<file path="src/rtl/wdt_pkg.sv">
package wdt_pkg;
    timeunit 1ns;
    timeprecision 1ps;

    // Key words of the refresh sequence (order matters)
    localparam logic [15:0] KEY_FIRST  = 16'h02A6;
    localparam logic [15:0] KEY_SECOND = 16'h80B4;

    // Count source encoding decoded by the tick generator
    typedef enum logic [1:0] {
        SRC_BUS = 2'd0,
        SRC_LPO = 2'd1,
        SRC_IRC = 2'd2,
        SRC_EXT = 2'd3
    } wdt_src_e;

    typedef enum logic {
        KEY_IDLE  = 1'b0,
        KEY_ARMED = 1'b1
    } key_st_e;
endpackage

</file>
<file path="src/rtl/wdt_tick_gen.sv">
module wdt_tick_gen #(
    parameter int PRE_DIV = 256
) (
    input  logic       clk,
    input  logic       rst_n,
    input  logic       clear,
    input  logic [1:0] src_sel,
    input  logic       prescale,
    input  logic       tick_lpo,
    input  logic       tick_irc,
    input  logic       tick_ext,
    output logic       tick
);
    timeunit 1ns;
    timeprecision 1ps;

    localparam int DIV_W = (PRE_DIV > 1) ? $clog2(PRE_DIV) : 1;

    typedef struct packed {
        logic [DIV_W-1:0] div;
    } tick_state_t;

    tick_state_t q, d;
    logic [3:0]  src_vec;
    logic        src_tick;
    logic        div_wrap;

    assign src_vec  = {tick_ext, tick_irc, tick_lpo, 1'b1};
    assign src_tick = src_vec[src_sel];

    generate
        if (PRE_DIV > 1) begin : g_div
            assign div_wrap = (q.div == DIV_W'(PRE_DIV - 1));
        end else begin : g_nodiv
            assign div_wrap = 1'b1;
        end
    endgenerate

    always_comb begin
        d    = q;
        tick = 1'b0;
        if (clear) begin
            d.div = '0;
        end else if (src_tick) begin
            if (!prescale) begin
                tick = 1'b1;
            end else if (div_wrap) begin
                d.div = '0;
                tick  = 1'b1;
            end else begin
                d.div = q.div + DIV_W'(1);
            end
        end
    end

    always_ff @(posedge clk or negedge rst_n) begin
        if (!rst_n) q <= '0;
        else        q <= d;
    end
endmodule

</file>
<file path="src/rtl/wdt_key_seq.sv">
module wdt_key_seq
    import wdt_pkg::*;
#(
    parameter int DATA_W  = 16,
    parameter int KEY_GAP = 16
) (
    input  logic              clk,
    input  logic              rst_n,
    input  logic              clear,
    input  logic              wr_valid,
    input  logic [DATA_W-1:0] wr_data,
    output logic              refresh,
    output logic              seq_err
);
    timeunit 1ns;
    timeprecision 1ps;

    localparam int AGE_W = (KEY_GAP > 1) ? $clog2(KEY_GAP) : 1;

    typedef struct packed {
        key_st_e          st;
        logic [AGE_W-1:0] age;
    } key_state_t;

    key_state_t q, d;

    always_comb begin
        d       = q;
        refresh = 1'b0;
        seq_err = 1'b0;
        if (clear) begin
            d.st  = KEY_IDLE;
            d.age = '0;
        end else begin
            unique case (q.st)
                KEY_IDLE: begin
                    if (wr_valid && wr_data == DATA_W'(KEY_FIRST)) begin
                        d.st  = KEY_ARMED;
                        d.age = '0;
                    end
                end
                KEY_ARMED: begin
                    if (wr_valid) begin
                        d.st = KEY_IDLE;
                        if (wr_data == DATA_W'(KEY_SECOND)) refresh = 1'b1;
                        else                                seq_err = 1'b1;
                    end else if (q.age == AGE_W'(KEY_GAP - 1)) begin
                        d.st    = KEY_IDLE;
                        seq_err = 1'b1;
                    end else begin
                        d.age = q.age + AGE_W'(1);
                    end
                end
                default: d.st = KEY_IDLE;
            endcase
        end
    end

    always_ff @(posedge clk or negedge rst_n) begin
        if (!rst_n) q <= '{st: KEY_IDLE, age: '0};
        else        q <= d;
    end
endmodule

</file>
<file path="src/rtl/wdt_alarm.sv">
module wdt_alarm #(
    parameter int RST_DELAY = 128
) (
    input  logic clk,
    input  logic rst_n,
    input  logic clear,
    input  logic fire,
    input  logic fault,
    input  logic int_en,
    input  logic flag_clr,
    output logic irq,
    output logic irq_flag,
    output logic rst_req
);
    timeunit 1ns;
    timeprecision 1ps;

    localparam int DLY_W = (RST_DELAY > 1) ? $clog2(RST_DELAY) : 1;

    typedef struct packed {
        logic             flag;
        logic             pend;
        logic [DLY_W-1:0] dly;
        logic             rst;
    } alarm_state_t;

    alarm_state_t q, d;

    always_comb begin
        d = q;
        if (clear) begin
            d = '0;
        end else begin
            if (flag_clr) d.flag = 1'b0;
            if (q.pend) begin
                if (q.dly == DLY_W'(RST_DELAY - 1)) begin
                    d.rst  = 1'b1;
                    d.pend = 1'b0;
                end else begin
                    d.dly = q.dly + DLY_W'(1);
                end
            end
            if (fire) begin
                if (int_en) begin
                    d.flag = 1'b1;
                    d.pend = 1'b1;
                    d.dly  = '0;
                end else begin
                    d.rst = 1'b1;
                end
            end
            if (fault) d.rst = 1'b1;
        end
    end

    always_ff @(posedge clk or negedge rst_n) begin
        if (!rst_n) q <= '0;
        else        q <= d;
    end

    assign irq_flag = q.flag;
    assign irq      = q.flag & int_en;
    assign rst_req  = q.rst;
endmodule

</file>
<file path="src/rtl/wdt_window_ctr.sv">
module wdt_window_ctr
    import wdt_pkg::*;
#(
    parameter int CNT_W     = 16,
    parameter int PRE_DIV   = 256,
    parameter int KEY_GAP   = 16,
    parameter int RST_DELAY = 128
) (
    input  logic             clk,
    input  logic             rst_n,
    input  logic             cfg_en,
    input  logic [1:0]       cfg_src_sel,
    input  logic             cfg_prescale,
    input  logic             cfg_windowed,
    input  logic             cfg_int_en,
    input  logic [CNT_W-1:0] cfg_timeout,
    input  logic [CNT_W-1:0] cfg_window,
    input  logic             tick_lpo,
    input  logic             tick_irc,
    input  logic             tick_ext,
    input  logic             cnt_wr_valid,
    input  logic [CNT_W-1:0] cnt_wr_data,
    input  logic             flag_clr,
    output logic             irq,
    output logic             irq_flag,
    output logic             rst_req,
    output logic [CNT_W-1:0] count
);
    timeunit 1ns;
    timeprecision 1ps;

    typedef struct packed {
        logic [CNT_W-1:0] count;
        logic             fired;
    } core_state_t;

    core_state_t q, d;
    logic tick;
    logic refresh;
    logic seq_err;
    logic win_fault;
    logic refresh_ok;
    logic fire;
    logic idle;

    assign idle = ~cfg_en;

    wdt_tick_gen #(.PRE_DIV(PRE_DIV)) u_tick (
        .clk      (clk),
        .rst_n    (rst_n),
        .clear    (idle | refresh_ok),
        .src_sel  (cfg_src_sel),
        .prescale (cfg_prescale),
        .tick_lpo (tick_lpo),
        .tick_irc (tick_irc),
        .tick_ext (tick_ext),
        .tick     (tick)
    );

    wdt_key_seq #(.DATA_W(CNT_W), .KEY_GAP(KEY_GAP)) u_key (
        .clk      (clk),
        .rst_n    (rst_n),
        .clear    (idle),
        .wr_valid (cnt_wr_valid),
        .wr_data  (cnt_wr_data),
        .refresh  (refresh),
        .seq_err  (seq_err)
    );

    wdt_alarm #(.RST_DELAY(RST_DELAY)) u_alarm (
        .clk      (clk),
        .rst_n    (rst_n),
        .clear    (idle),
        .fire     (fire),
        .fault    (seq_err | win_fault),
        .int_en   (cfg_int_en),
        .flag_clr (flag_clr),
        .irq      (irq),
        .irq_flag (irq_flag),
        .rst_req  (rst_req)
    );

    always_comb begin
        win_fault  = refresh & cfg_windowed & (q.count <= cfg_window);
        refresh_ok = refresh & ~win_fault;
        fire       = cfg_en & ~q.fired & (q.count >= cfg_timeout);

        d = q;
        if (idle) begin
            d.count = '0;
            d.fired = 1'b0;
        end else begin
            if (fire) d.fired = 1'b1;
            if (refresh_ok) begin
                d.count = '0;
            end else if (tick && q.count != '1) begin
                d.count = q.count + CNT_W'(1);
            end
        end
    end

    always_ff @(posedge clk or negedge rst_n) begin
        if (!rst_n) q <= '0;
        else        q <= d;
    end

    assign count = q.count;
endmodule

</file>
<file path="config.mk">
export PLATFORM = sky130hd
export DESIGN_NAME = wdt_window_ctr
export DESIGN_NICKNAME = d
export VERILOG_FILES = /design/src/rtl/wdt_pkg.sv /design/src/rtl/wdt_tick_gen.sv /design/src/rtl/wdt_key_seq.sv /design/src/rtl/wdt_alarm.sv /design/src/rtl/wdt_window_ctr.sv
export SDC_FILE = /design/constraint.sdc
export NUM_CORES = 1
export LEC_CHECK = 0
export BUFFER_PORTS_ARGS = -buffer_cell sky130_fd_sc_hd__buf_4
export CAP_MARGIN = 20
export CORE_MARGIN = 3
export CORE_UTILIZATION = 59
export DETAILED_ROUTE_END_ITERATION = 16
export MAX_ROUTING_LAYER = met4
export PLACE_DENSITY = 0.87
export SETUP_SLACK_MARGIN = 0.02
export SLEW_MARGIN = 5
export SYNTH_ARGS = -nofsm -noshare
export SYNTH_HDL_FRONTEND = slang
export SYNTH_HIERARCHICAL = 1
export SYNTH_SLANG_ARGS = --single-unit
export TNS_END_PERCENT = 1
</file>
<file path="constraint.sdc">
create_clock -name clk -period 4.7 [get_ports clk]
set_input_delay 0.94 -clock clk [delete_from_list [all_inputs] [get_ports clk]]
set_output_delay 0.94 -clock clk [all_outputs]
set_load 0.03 [all_outputs]
</file>
# Word level (Yosys, flattened, before mapping)
# Index checks and enable logic that the tools add are counted.
# Widths: inputs -> output; s select.
# classes
add_sub_neg	4
magnitude_cmp	3
n_eq_ne	11
muxes	40
bitwise_logic	12
n_reduce_logical	6
# ops
cell	n
$mux 16	2
$mux 8	4
$mux 1	22
$mux 10	2
$mux 9	2
$mux 17	1
$add 16x1->16 const B	1
$eq 16x10->1 const B	1
$eq 16x16->1 const B	1
$ge 16x16->1	1
$le 16x16->1	1
$ne 16x16->1 const B	1
$mux 5	2
$pmux 5 s2	1
$add 8x1->8 const B	1
$eq 8x8->1 const B	1
$mux 4	2
$add 7x1->7 const B	1
$eq 7x7->1 const B	1
$mux 7	1
$and 1x1->1	6
$ne 3x3->1 const B	2
$add 4x1->4 const B	1
$eq 4x4->1 const B	1
11 further kinds	17
# totals
register_bits	40
out_inout_bits	19
elab_cells	85

# Longest topological paths before layout
# logic_depth
ltp_word	15
ltp_mapped	15
ltp_nobuf	14

# By module
# The synthesis kept the hierarchy.
# modules_own_cells
module	instances	cells_each	area_per_inst_um2	seq_area_each_um2
wdt_window_ctr	1	224	1926.8	425.4
wdt_alarm	1	52	531.8	250.2
wdt_tick_gen	1	52	513.0	200.2
wdt_key_seq	1	41	365.4	125.1

# Worst setup path before layout
# OpenSTA, ideal clock, no wires.
# synth_timing
path_kind	input -> register
startpoint	input port cfg_window[1]
endpoint	register q (netlist bit count[12])
setup_ns	0.142
arrival_ns	3.543
required_ns	4.558
setup_slack_ns	1.015
cell_stages	14
n_path_buf	1
cell_sequence	inv_1 ha_1 nor2b_1 o211ai_2 a2111oi_2 o41a_4 or2_2 buf_4 inv_1 o211a_1 nand4_1 nor4_1 xnor2_1 nor3_1
# synth_between
elab_chain_cells	8
elab_cells_between_ends	10
cone_classes	order compare: 1; eq/ne: 1; mux: 3; bitwise: 4; reduce/logical: 1
# synth_lines
element	line	text
from (decl)	wdt_window_ctr.sv:17	input logic [CNT_W-1:0] cfg_window,
$le 16x16->1	wdt_window_ctr.sv:84	win_fault = refresh & cfg_windowed & (q.count <= cfg_window);
$and 1x1->1	wdt_window_ctr.sv:84	
$not 1->1	wdt_window_ctr.sv:85	refresh_ok = refresh & ~win_fault;
$and 1x1->1	wdt_window_ctr.sv:85	
$or 1x1->1	wdt_window_ctr.sv:51	.clear (idle | refresh_ok),
$mux 1	wdt_tick_gen.sv:42	if (clear) begin
via tick	wdt_window_ctr.sv:38	logic tick;
$logic_and 1x1->1	wdt_window_ctr.sv:96	end else if (tick && q.count != '1) begin
$ne 3x1->1 (no line)	-	
to (signal assigned)	wdt_window_ctr.sv:103	if (!rst_n) q <= '0;
to (signal assigned)	wdt_window_ctr.sv:104	else q <= d;
to (decl)	wdt_window_ctr.sv:37	core_state_t q, d;
# The timed path passes the listed nets, and every way through them passes these cells.
# A chain may end at the register's enable or synchronous reset.

# Worst setup path in the final report
# layout_timing
startpoint	input port cfg_window[1]
endpoint	register q (netlist bit count[15])
# The elaborated chain is that of the path after synthesis.

==> flow_summary.yaml <==
global_routing:
  grt_remaining_overflow: 0
  gr-usage-all-layers_pct: 25.36
  grt_pass1_wl_um: 12830
  grt_max_degree: 41
  antenna_found_initial: 0
  grt_pass1_vias: 2946
route:
  routed_wl_um: 7767
  drc: 0
  vias_per_cell: 5.873
  antenna_left: 0
  wl_per_cell_um: 15.38
  vias: 2966
  drt-initial-drc-count: 197
  drt_pre_antenna_iters: 4
finish:
  multi_input_area_um2: 1997
  seqCellArea_um2: 1001
  n_antenna_cell: 0
  final.fill_count: 393
  area_growth_pct: 18.45
  final_area_um2: 3953
  drive_gt1_share_pct: 27.13
  fin_cells: 505
  nNetsFinal: 531
die:
  die_w_um: 81.21
  core_um2: 5303
  die_y_um: 81.21
  rows: 26
  dieArea_um2: 6594
  io_pins: 80
  start_util_pct: 62.93
critical_path:
  endpoint_kind: "flop"
  critical_path_required_ns: 4.88
  cp-start-kind: "primary input"
  r2r-start: "count[7]"
  cp_max_fo: 17
  cp.arrival_ns: 4.02
  startpoint: "cfg_window[1]"
  worstSetupPathType: "in2reg"
  rr_endpoint: "count[15]"
  rrSetupSlack_ns: 1.04
  r2r_cells: 11
timing:
  finalSetupTns_ns: 0
  max_slew_margin_pct: 49.87
  hold_viol_final: 0
  timing.fmax_ghz: 0.2602
  rsz0062_at_grt: "no"
  finalSetupViolCount: 0
  fin_ws_ns: 0.8567
  fin_crit_ns: 3.843
  worstMarginPinSlew_ns: 0.7506
  fin_crit_sh_pct: 81.77
  drv_slew: 0
  finalClockSkew_ns: 0.01412
yosys:
  synth_compound_area_share_pct: 15.75
  yosys.cell_types.count: 69
  syn-num-nets: 466
  yosys.area_share.simple_pct: 24.75
  synthTopCellsByArea: "dfrtp_1, ha_1, inv_1"
  synthAdderAreaFrac_pct: 13.50
  yosys_most_used_dff: "dfrtp_1"
  syn_area_per_cell_um2: 9.043
  yosys_warnings: 6
  synthDominantCellAreaShare_pct: 30.00
  synth.cell_area_um2: 3337
  synth.area.mux_share_pct: 2.437
  async_flop_share_pct: 100.0
  yosysTopAreaCell: "dfrtp_1"
  synth_top_family_by_area: "simple AND/OR/NAND/NOR gates"
  synthCells: 369
  yosysMostFrequentCell: "inv_1"
  ys_seq_area_share_pct: 30.00
  ys_top_cells_by_count: "inv_1, dfrtp_1, ha_1, a21oi_1, nand2_1"
  synth_edf_count: 0
  ys_seq_elements: 40
  synth_xor_area_share_pct: 3.412
cts:
  ctsHoldBuffers: 0
  clkLatencyLatePin_ns: 0.30
  numCtsBuffers: 5
  cts_setup_buffers: 0
  clk_path_buf_depth: 2
  clockRootBuffer: "clkbuf_8"
  clkTransAtPathRegs_ns: 0.08
  cts_num_sinks: 40
  cts_tree: "yes"
  cts.htree.levels: 2
  ctsResizeCount: 0
placed_design:
  pre_cts_ws_ns: 0.5681
  post-dp-hpwl_um: 6062
  portBuffers: 79
  gp_congestion: 0.9313
  placed_cell_area_um2: 3859
  place_inst: 497
run:
  cap_viol_max_count: 0
hold_path:
  whs_path_depth: 1
  hold_path.class: "reg2reg"
  worstHoldEndpoint: "u_key/q[0]"
  min_from: "u_key/q[0]"
run_status:
  status: "finished clean"
pwr:
  p_leak_nw: 1.968
  vdd_drop_max_uv: 192.8
  p_per_area_nw_per_um2: 175.5
  power_mw: 0.6936
[per-layer routing]
metal	track usage, %	vias to the layer above	wire, µm
met5	-	-	0
met2	44.50	93	3888
li1	-	1453	-
met4	6.081	0	78
met1	30.46	1409	3419
met3	3.991	11	380
[area by class of cell]
cell class,count,area share (%)
clock buffers,7,2.184
inverters,46,4.368
clock inverters,1,0.1899
repair buffers,80,15.19
flip-flops and latches,40,25.32
multi-input cells,261,50.52
well taps,70,2.216
[placed cells by master, fill, tap and decap left out, types with 5 or more instances in the layout]
cell type,netlist,final
and3_1,5,5
mux2i_1,7,7
a21oi_1,23,23
xnor2_1,13,13
nand2_1,22,22
nor4_1,8,8
nor2b_1,5,5
dfrtp_1,40,40
nand3_1,9,9
a31oi_1,6,6
a211oi_1,5,5
clkbuf_8,0,6
nand4_1,12,12
nand2b_1,6,6
nor2_1,12,12
o21ai_1,5,5
ha_1,36,36
buf_4,18,80
inv_1,46,46
nor3_1,20,20
[power breakdown]
part	total (mW)	internal [mW]	switching, mW
Clock	0.239	0.119	0.120
Combinational	0.106	0.0545	0.0513
Sequential	0.348	0.346	0.00247
[critical path, stage by stage]
cell	delay, ns
buf_4	0.08
inv_1	0.04
ha_1	0.29
nor2b_1	0.15
o211ai_2	0.19
a2111oi_2	0.12
o41a_4	0.59
or2_2	0.41
inv_1	0.12
o211a_1	0.20
nand4_1	0.31
nor4_1	0.36
xnor2_1	0.19
nor3_2	0.05
[worst max path at each step]
stage	to	slack, ns	cells past startpoint
3_5_place_dp	count[15]	0.57	14
2_1_floorplan	count[12]	1.01	14
4_1_cts	count[15]	0.87	14
6_report	count[15]	0.86	14
3_3_place_gp	count[15]	0.69	14
5_1_grt	count[8]	0.63	14
[state kept, by name, summed over array words and instances (netlist names)]
signal and cells:
u_key/q 5, count 16, u_tick/q 8, q 1, u_alarm/rst_req 1, u_alarm/irq_flag 1, u_alarm/q 8
[per-stage QoR]
stage          hold slack, ns  utilization (%)
2_1_floorplan          0.4776                -
3_3_place_gp           0.4920            72.77
3_5_place_dp           0.5038            72.77
4_1_cts                0.5158            74.54
5_1_grt                0.5457            74.54
6_report               0.5176            74.54
[cell families after synthesis]
family	Yosys count
buffers and inverters	68
flip-flops	40
AO/OA/AOI/OAI	72
XOR/XNOR	13
multiplexers	8
adder cells (fa/ha/maj)	36
AND/OR/NAND/NOR	132
No activity file was read; power rests on OpenSTA's default activity.
